===== src/rtl/irqagg_pkg.sv =====
package irqagg_pkg;
    localparam int OFS_SIG0   = 'h0;
    localparam int OFS_SIG1   = 'h2;
    localparam int OFS_SIG2   = 'h4;
    localparam int OFS_REV    = 'h6;
    localparam int OFS_STATUS = 'h8;
    localparam int OFS_MASK   = 'hA;
    localparam int OFS_CLEAR  = 'hC;

    localparam logic [15:0] SIG0_WORD = 16'hAAAA;
    localparam logic [15:0] SIG1_WORD = 16'h5555;
    localparam logic [15:0] SIG2_WORD = 16'hCAFE;

    typedef enum logic [0:0] {
        IRQ_QUIET  = 1'b0,
        IRQ_RAISED = 1'b1
    } irq_state_t;
endpackage


===== src/rtl/irqagg_src_capture.sv =====
module irqagg_src_capture #(
    parameter int N_SRC = 16
) (
    input  logic             clk,
    input  logic             rst_n,
    input  logic [N_SRC-1:0] src_i,
    output logic [N_SRC-1:0] rise_o
);
    for (genvar i = 0; i < N_SRC; i++) begin : g_src
        logic meta_q, sync_q, last_q;
        always_ff @(posedge clk or negedge rst_n) begin
            if (!rst_n) begin
                meta_q <= 1'b0;
                sync_q <= 1'b0;
                last_q <= 1'b0;
            end else begin
                meta_q <= src_i[i];
                sync_q <= meta_q;
                last_q <= sync_q;
            end
        end
        assign rise_o[i] = sync_q & ~last_q;
    end
endmodule


===== src/rtl/irqagg_regs.sv =====
module irqagg_regs #(
    parameter int N_SRC  = 16,
    parameter int DATA_W = 16
) (
    input  logic              clk,
    input  logic              rst_n,
    input  logic [N_SRC-1:0]  rise_i,
    input  logic              mask_we,
    input  logic              clear_we,
    input  logic [DATA_W-1:0] wdata,
    output logic [N_SRC-1:0]  status_o,
    output logic [N_SRC-1:0]  mask_o,
    output logic [N_SRC-1:0]  clear_o
);
    for (genvar i = 0; i < N_SRC; i++) begin : g_bit
        logic st_q, mk_q, cl_q;
        always_ff @(posedge clk or negedge rst_n) begin
            if (!rst_n) begin
                mk_q <= 1'b0;
                cl_q <= 1'b0;
            end else begin
                if (mask_we)  mk_q <= wdata[i];
                if (clear_we) cl_q <= wdata[i];
            end
        end
        // a held clear beats any set request on the same edge
        always_ff @(posedge clk or negedge rst_n) begin
            if (!rst_n)       st_q <= 1'b0;
            else if (cl_q)    st_q <= 1'b0;
            else if (rise_i[i]) st_q <= 1'b1;
        end
        assign status_o[i] = st_q;
        assign mask_o[i]   = mk_q;
        assign clear_o[i]  = cl_q;
    end
endmodule


===== src/rtl/irqagg_irq_fsm.sv =====
module irqagg_irq_fsm
    import irqagg_pkg::*;
#(
    parameter int N_SRC = 16
) (
    input  logic             clk,
    input  logic             rst_n,
    input  logic [N_SRC-1:0] pending_i,
    output logic             irq_n
);
    irq_state_t state_q, state_d;

    always_comb begin
        state_d = state_q;
        unique case (state_q)
            IRQ_QUIET:  if (|pending_i)  state_d = IRQ_RAISED;
            IRQ_RAISED: if (!(|pending_i)) state_d = IRQ_QUIET;
            default:    state_d = IRQ_QUIET;
        endcase
    end

    always_ff @(posedge clk or negedge rst_n) begin
        if (!rst_n) state_q <= IRQ_QUIET;
        else        state_q <= state_d;
    end

    always_comb begin
        unique case (state_q)
            IRQ_RAISED: irq_n = 1'b0;
            default:    irq_n = 1'b1;
        endcase
    end
endmodule


===== src/rtl/irqagg_readmux.sv =====
module irqagg_readmux
    import irqagg_pkg::*;
#(
    parameter int          N_SRC   = 16,
    parameter int          DATA_W  = 16,
    parameter int          ADDR_W  = 4,
    parameter logic [15:0] REV_WORD = 16'h0107
) (
    input  logic              clk,
    input  logic              rst_n,
    input  logic              rd_en,
    input  logic [ADDR_W-1:0] addr,
    input  logic [N_SRC-1:0]  status_i,
    input  logic [N_SRC-1:0]  mask_i,
    input  logic [N_SRC-1:0]  clear_i,
    output logic [DATA_W-1:0] rd_data
);
    logic [DATA_W-1:0] sel;

    function automatic logic [DATA_W-1:0] widen(input logic [N_SRC-1:0] v);
        logic [DATA_W-1:0] r;
        r = '0;
        r[N_SRC-1:0] = v;
        return r;
    endfunction

    always_comb begin
        sel = '0;
        if (addr == ADDR_W'(OFS_SIG0))        sel = DATA_W'(SIG0_WORD);
        else if (addr == ADDR_W'(OFS_SIG1))   sel = DATA_W'(SIG1_WORD);
        else if (addr == ADDR_W'(OFS_SIG2))   sel = DATA_W'(SIG2_WORD);
        else if (addr == ADDR_W'(OFS_REV))    sel = DATA_W'(REV_WORD);
        else if (addr == ADDR_W'(OFS_STATUS)) sel = widen(status_i);
        else if (addr == ADDR_W'(OFS_MASK))   sel = widen(mask_i);
        else if (addr == ADDR_W'(OFS_CLEAR))  sel = widen(clear_i);
    end

    always_ff @(posedge clk or negedge rst_n) begin
        if (!rst_n)     rd_data <= '0;
        else if (rd_en) rd_data <= sel;
    end
endmodule


===== src/rtl/irqagg_top.sv =====
module irqagg_top
    import irqagg_pkg::*;
#(
    parameter int          N_SRC    = 16,
    parameter int          DATA_W   = 16,
    parameter int          ADDR_W   = 4,
    parameter logic [15:0] REV_WORD = 16'h0107
) (
    input  logic              clk,
    input  logic              rst_n,
    input  logic [N_SRC-1:0]  src_i,
    input  logic [ADDR_W-1:0] addr,
    input  logic              wr_en,
    input  logic [DATA_W-1:0] wr_data,
    input  logic              rd_en,
    output logic [DATA_W-1:0] rd_data,
    output logic              irq_n
);
    logic [N_SRC-1:0] rise;
    logic [N_SRC-1:0] status_q;
    logic [N_SRC-1:0] mask_q;
    logic [N_SRC-1:0] clr_q;
    logic [N_SRC-1:0] pending;
    logic             mask_we;
    logic             clear_we;

    assign mask_we  = wr_en && (addr == ADDR_W'(OFS_MASK));
    assign clear_we = wr_en && (addr == ADDR_W'(OFS_CLEAR));
    assign pending  = status_q & ~mask_q;

    irqagg_src_capture #(.N_SRC(N_SRC)) cap_i (
        .clk(clk), .rst_n(rst_n), .src_i(src_i), .rise_o(rise)
    );

    irqagg_regs #(.N_SRC(N_SRC), .DATA_W(DATA_W)) regs_i (
        .clk(clk), .rst_n(rst_n), .rise_i(rise),
        .mask_we(mask_we), .clear_we(clear_we), .wdata(wr_data),
        .status_o(status_q), .mask_o(mask_q), .clear_o(clr_q)
    );

    irqagg_irq_fsm #(.N_SRC(N_SRC)) fsm_i (
        .clk(clk), .rst_n(rst_n), .pending_i(pending), .irq_n(irq_n)
    );

    irqagg_readmux #(
        .N_SRC(N_SRC), .DATA_W(DATA_W), .ADDR_W(ADDR_W), .REV_WORD(REV_WORD)
    ) rmux_i (
        .clk(clk), .rst_n(rst_n), .rd_en(rd_en), .addr(addr),
        .status_i(status_q), .mask_i(mask_q), .clear_i(clr_q),
        .rd_data(rd_data)
    );
endmodule


===== config.mk =====
export PLATFORM = sky130hd
export DESIGN_NAME = irqagg_top
export DESIGN_NICKNAME = d
export VERILOG_FILES = /design/src/rtl/irqagg_pkg.sv /design/src/rtl/irqagg_src_capture.sv /design/src/rtl/irqagg_regs.sv /design/src/rtl/irqagg_irq_fsm.sv /design/src/rtl/irqagg_readmux.sv /design/src/rtl/irqagg_top.sv
export SDC_FILE = /design/constraint.sdc
export NUM_CORES = 1
export LEC_CHECK = 0
export CAP_MARGIN = 10
export CORE_MARGIN = 4
export CORE_UTILIZATION = 60
export CTS_CLUSTER_SIZE = 12
export DETAILED_ROUTE_END_ITERATION = 7
export DONT_BUFFER_PORTS = 1
export PLACE_DENSITY = 0.87
export SYNTH_ARGS = -nofsm -noshare
export SYNTH_HDL_FRONTEND = slang
export SYNTH_SLANG_ARGS = --single-unit

===== constraint.sdc =====
create_clock -name clk -period 2.57 [get_ports clk]
set_input_delay 0.1285 -clock clk [delete_from_list [all_inputs] [get_ports clk]]
set_output_delay 0.1285 -clock clk [all_outputs]
set_load 0.03 [all_outputs]

==> results of run 1 <==
==> worst max path at each step <==
stage	from	to	slack [ps]	cells past startpoint
floorplan	addr[3]	regs_i.g_bit[0].cl_q	1310	6
global placement	addr[1]	regs_i.g_bit[8].mk_q	900	5
detailed placement	addr[1]	regs_i.g_bit[8].mk_q	820	5
CTS	addr[2]	regs_i.g_bit[8].mk_q	580	5
global route	addr[2]	regs_i.g_bit[8].mk_q	380	5
finish	addr[2]	regs_i.g_bit[8].mk_q	500	5
==> flip-flops by register name, indices dropped and copies added, names as in the netlist <==
name and flops:
rmux_i.rd_data 16, regs_i.g_bit.st_q 16, cap_i.g_src.last_q 16, regs_i.g_bit.mk_q 16, cap_i.g_src.meta_q 16, fsm_i.state_q 1, regs_i.g_bit.cl_q 16, cap_i.g_src.sync_q 16
==> metrics by stage <==
step / hold WS (ps) / utilization (%) / power, mW / instance area (sq um) / cells
6_report: -692 / 77.4 / 5.10 / 5350 / 497
5_1_grt: -716 / 77.4 / 5.29 / 5350 / 497
4_1_cts: -714 / 77.4 / 5.09 / 5350 / 497
3_5_place_dp: -163 / 63.2 / 2.71 / 4370 / 428
3_3_place_gp: -163 / 63.2 / 2.67 / 4370 / 428
2_1_floorplan: -167 / - / 2.59 / 4350 / 347
==> metal layers <==
metal  GRT usage (%)  share of wire [%]  vias to the layer above
met4            17.7                4.7                        0
li1                -                  -                     1268
met3            9.17                9.4                       48
met1            30.9                 38                     1507
met5               0                  0                        -
met2            38.9                 48                      187
==> cell families after synthesis <==
kind of cell / Yosys count / synth area share, %
and+or+nand+nor: 70 / 8.25
buffers and inverters: 52 / 5.86
DFF: 113 / 64.9
AOI/OAI and AO/OA: 78 / 10.9
muxes: 34 / 10.1
==> power breakdown <==
| part | internal (mW) | switching [mW] | total [mW] |
|---|---|---|---|
| sequential | 2.03 | 0.253 | 2.28 |
| combinational | 0.281 | 0.238 | 0.519 |
| clock | 1.56 | 0.748 | 2.30 |
| total | 3.86 | 1.24 | 5.10 |
==> layout by cell type (no fill, tap or decap), types with 3 or more instances in the layout <==
cell type,netlist,layout
a21oi_1,40,40
a221oi_1,4,4
bufinv_16,0,3
clkbuf_16,0,16
clkbuf_8,0,5
clkinv_2,0,3
dfrtp_1,113,113
dlygate4sd3_1,0,40
inv_1,35,35
mux2_2,14,14
mux2_4,16,16
mux2i_1,4,4
nand2_1,7,7
nand2b_1,17,17
nand3b_1,5,5
nor2_1,29,29
nor2b_1,6,6
o21ai_0,9,9
o22ai_1,8,8
o311ai_0,4,4
==> layout make-up <==
class	count	area (sq um)
sequential	113	2830
inverter	35	131
clock inverter	6	105
timing repair buffer	42	415
clock buffer	23	477
tap	96	120
multi-input combinational	182	1270
fill	405	1560
==> flow_metrics.tcl, run 1 <==
set metrics [dict create \
    cp.buffers_inverters 2 \
    crit_slowest_cell "dlygate4sd3_1" \
    via_per_inst 6.06 \
    relSlewSlack_pct 52.3 \
    drc_errors 0 \
    status "finished with violations" \
    setup_violations 0 \
    power_leakage_nw 2.43 \
    grt_max_degree 114 \
    rr_startpoint "regs_i.g_bit[15].mk_q" \
    wl_mm 10.2 \
    syn_avg_cell_area_sq_um 12.5 \
    drt_iter0_drc 425 \
    grt_pass1_vias 3160 \
    crit_fanout 20 \
    ys_warn_count 0 \
    pre_cts_slack_ps 820 \
    fp-row-count 30 \
    worst_r2r_endpoint "rmux_i.rd_data[15]" \
    path_delay_family "buffers and inverters" \
    synth_edf_count 0 \
    start_kind "primary input" \
    async_flop_share_pct 100 \
    critPathRequiredTime_ps 2960 \
    dr_total_vias 3010 \
    clockRootBuffer "clkbuf_8" \
    grt_usage_pct 25.7 \
    tritoncts "built" \
    ant_nets 0 \
    area.growth.synth_to_final_pct 22.8 \
    criticalPathCategory "primary input to register" \
    peakVddDrop_v 0.000624 \
    worstSkewPairLatency_ps 510 \
    hpwl_mm 5.73 \
    antenna_cells 0 \
    slew_viol_final 0 \
    place_congestion 0.929 \
    failed_checks "negative hold slack" \
    ys_seq_area_share_pct 64.9 \
    drive_gt1_share_pct 15.2 \
    arrival_ps 2460 \
    layout.nets 431 \
    power_density_mw_per_mm2 954 \
    fin_crit_ps 2070 \
    synth.distinct_cells 31 \
    fin_worst_skew_ps 12.0 \
    start_util_pct 63.0 \
    synth_top_area_cell "dfrtp_1" \
    worst_pin_slew_ps 713 \
    die_y_um 93.2 \
    ys_ff_latch 113 \
    reg2reg_slack_ps 840 \
    die_area_sq_mm 0.00868 \
    io_pins 57 \
    grt_antenna_before_repair 0 \
    cp-end-kind "register" \
    post_cts_buffers 0 \
    overflow 0 \
    rsz0062_at_grt "false" \
    cts_buffers 17 \
    fin_setup_tns_ps 0 \
    cts.sinks 113 \
    clkTransAtPathRegs_ps 60 \
    critPathMaxStageDelay_ps 800 \
    max_cap_viol_count 0 \
    cts_hold_buf 40 \
    firstDrtPassIters 6 \
    cts_max_level 4 \
    syn-num-nets 387 \
    critical_path.cell_chain "dlygate4sd3_1 -> nor2_1 -> and3_1 -> buf_4 -> mux2_2" \
    fp.dieW_um 93.2 \
    yosysMostFrequentCell "dfrtp_1" \
    period_share_pct 80.7 \
    clk_path_buf_depth 2 \
    r2r_cells 4 \
    synth_top_area_share_pct 64.9 \
    finalHoldViolations 113 \
    hold_path_class "primary input to asynchronous set/reset pin" \
    syn_inst 347 \
    coreArea_sq_mm 0.00691 \
    portBuffers 0 \
    synthFlopType "dfrtp_1" \
    whs_ps -692 \
    grt_first_pass_wirelength_mm 16.3 \
    fmax_mhz 482 \
    synthTopCellsByArea "dfrtp_1, mux2_4, a21oi_1, mux2_2, inv_1" \
    synthTopCellsByCount "dfrtp_1, a21oi_1, inv_1" \
    finalWorstSetupSlack_ps 495 \
    cts_resized 0 \
    synth_area_sq_mm 0.00435 \
    wl_per_cell_um 20.6 \
]
(Power assumes the default switching activity.)
==> run 2: changes to the inputs <==
CORE_UTILIZATION = 56   (was 60)
PLACE_DENSITY = 0.85   (was 0.87)
clock period = 1.66 ns   (was 2.57 ns; I/O delays follow)
==> flow_metrics.tcl, run 2 (synthesis results as in run 1) <==
set metrics [dict create \
    wl_mm 10.0 \
    overflow 0 \
    r2r_cells 5 \
    layout.nets 445 \
    cts.sinks 113 \
    power_switching_share_pct 23.3 \
    worstSkewPairLatency_ps 510 \
    fp.dieW_um 96.2 \
    power_leakage_nw 2.56 \
    clk_path_buf_depth 2 \
    finalHoldViolations 113 \
    wl_per_cell_um 19.4 \
    clkTransAtPathRegs_ps 50 \
    grt_usage_pct 24.1 \
    peakVddDrop_v 0.000973 \
    whs_ps -731 \
    criticalPathCategory "primary input to register" \
    pwr-share-clk_pct 47.6 \
    io_pins 57 \
    ant_nets 0 \
    drive_gt1_share_pct 15.6 \
    failed_checks "negative hold slack" \
    arrival_ps 1970 \
    via_per_inst 5.90 \
    grt_pass1_vias 3072 \
    hpwl_mm 5.72 \
    tritoncts "built" \
    portBuffers 0 \
    crit_fanout 15 \
    status "finished with violations" \
    critical_path.cell_chain "dlygate4sd3_1 -> nor2b_1 -> nand2_1 -> o221ai_1 -> o221ai_1" \
    crit_slowest_cell "dlygate4sd3_1" \
    grt_antenna_before_repair 0 \
    dr_total_vias 3049 \
    multi_input_area_sq_mm 0.00127 \
    rsz0062_at_grt "false" \
    coreArea_sq_mm 0.00741 \
    start_util_pct 58.8 \
    cts_buffers 17 \
    cts_max_level 4 \
    fin_crit_ps 1620 \
    drc_errors 0 \
    die_y_um 96.2 \
    grt_max_degree 114 \
    fin_setup_tns_ps 0 \
    cell_internal_pwr_mw 6.38 \
    critPathMaxStageDelay_ps 720 \
    firstDrtPassIters 5 \
    relSlewSlack_pct 50.9 \
    filler_cell_count 430 \
    place_congestion 0.844 \
    hold_path_class "primary input to asynchronous set/reset pin" \
    fp-row-count 31 \
    drt_iter0_drc 353 \
    cp_common_cell "o221ai_1" \
    final_common_cell "dfrtp_1" \
    cp-end-kind "register" \
    area.growth.synth_to_final_pct 28.0 \
    grt_first_pass_wirelength_mm 16.0 \
    final-seq-area_sq_mm 0.00283 \
    clockRootBuffer "clkbuf_8" \
    power_density_mw_per_mm2 1490 \
    slew_viol_final 0 \
    seqPwrFrac_pct 42.3 \
    period_share_pct 97.8 \
    layout_common_cells "dfrtp_1, dlygate4sd3_1, a21oi_1" \
    fin_worst_skew_ps 7.87 \
    die_area_sq_mm 0.00925 \
    fmax_mhz 616 \
    critPathRequiredTime_ps 2010 \
    setup_violations 0 \
    power_frac_comb_pct 10.2 \
    start_kind "primary input" \
    worst_pin_slew_ps 737 \
    power.switching_mw 1.94 \
    max_cap_viol_count 0 \
    antenna_cells 0 \
]
run 2: path summary, 6_finish.rpt:
path	end	slack, ps	startpoint
setup reg to reg	rmux_i.rd_data[4]	40	regs_i.g_bit[4].mk_q
hold / removal	cap_i.g_src[3].meta_q	-730	rst_n
hold reg to reg	cap_i.g_src[4].sync_q	340	cap_i.g_src[4].meta_q
min in group clk	rmux_i.rd_data[15]	30	addr[1]
max in group asynchronous	cap_i.g_src[5].meta_q	2200	rst_n
setup / recovery	rmux_i.rd_data[0]	40	addr[2]
run 2: per-stage QoR:
stage | worst slack, ps | total power, mW | cells | instance area (sq um) | utilization (%)
floorplan | 443 | 4.01 | 347 | 4350 | -
global placement | 384 | 4.14 | 433 | 4400 | 59.3
detailed placement | 335 | 4.19 | 433 | 4400 | 59.3
CTS | 44.0 | 8.34 | 516 | 5560 | 75.0
global route | 2.53 | 8.65 | 517 | 5570 | 75.2
finish | 35.9 | 8.31 | 517 | 5570 | 75.2
run 2: layout make-up:
cell class | count | share of cell area [%]
Timing Repair Buffer | 56 | 10.2
Clock inverter | 11 | 3.75
Clock buffer | 21 | 7.88
Multi-Input combinational cell | 182 | 22.8
Sequential cell | 113 | 50.7
Tap cell | 99 | 2.22
Inverter | 35 | 2.36
run 2: critical path: cells and delay by family:
kind / cells / cell delay, ps
AOI/OAI and AO/OA: 2 / 580
buffers and inverters: 1 / 720
and+or+nand+nor: 2 / 570
run 2: per-layer routing:
layer | track usage [%] | wire [um] | up-vias | share of wire (%)
met5 | 0 | 0 | - | 0
met4 | 12.7 | 348 | 0 | 3.5
met1 | 30.3 | 3790 | 1519 | 38
met3 | 8.99 | 1010 | 43 | 10
met2 | 36.2 | 4870 | 184 | 49
li1 | - | - | 1303 | -
run 2: what timing repair did:
item,4_1_cts,5_1_grt
hold endpoints to repair,177,114
setup buffers,0,0
setup endpoints to repair,0,8
resized for setup,0,6
hold buffers,51,1
run 2: power groups by stage:
| stage | combinational [mW] | sequential, mW | clock [mW] |
|---|---|---|---|
| finish | 0.844 | 3.51 | 3.96 |
| detailed placement | 0.656 | 3.54 | 0 |
| global placement | 0.622 | 3.52 | 0 |
| floorplan | 0.582 | 3.43 | 0 |
| global route | 0.923 | 3.56 | 4.17 |
| CTS | 0.821 | 3.51 | 4.02 |
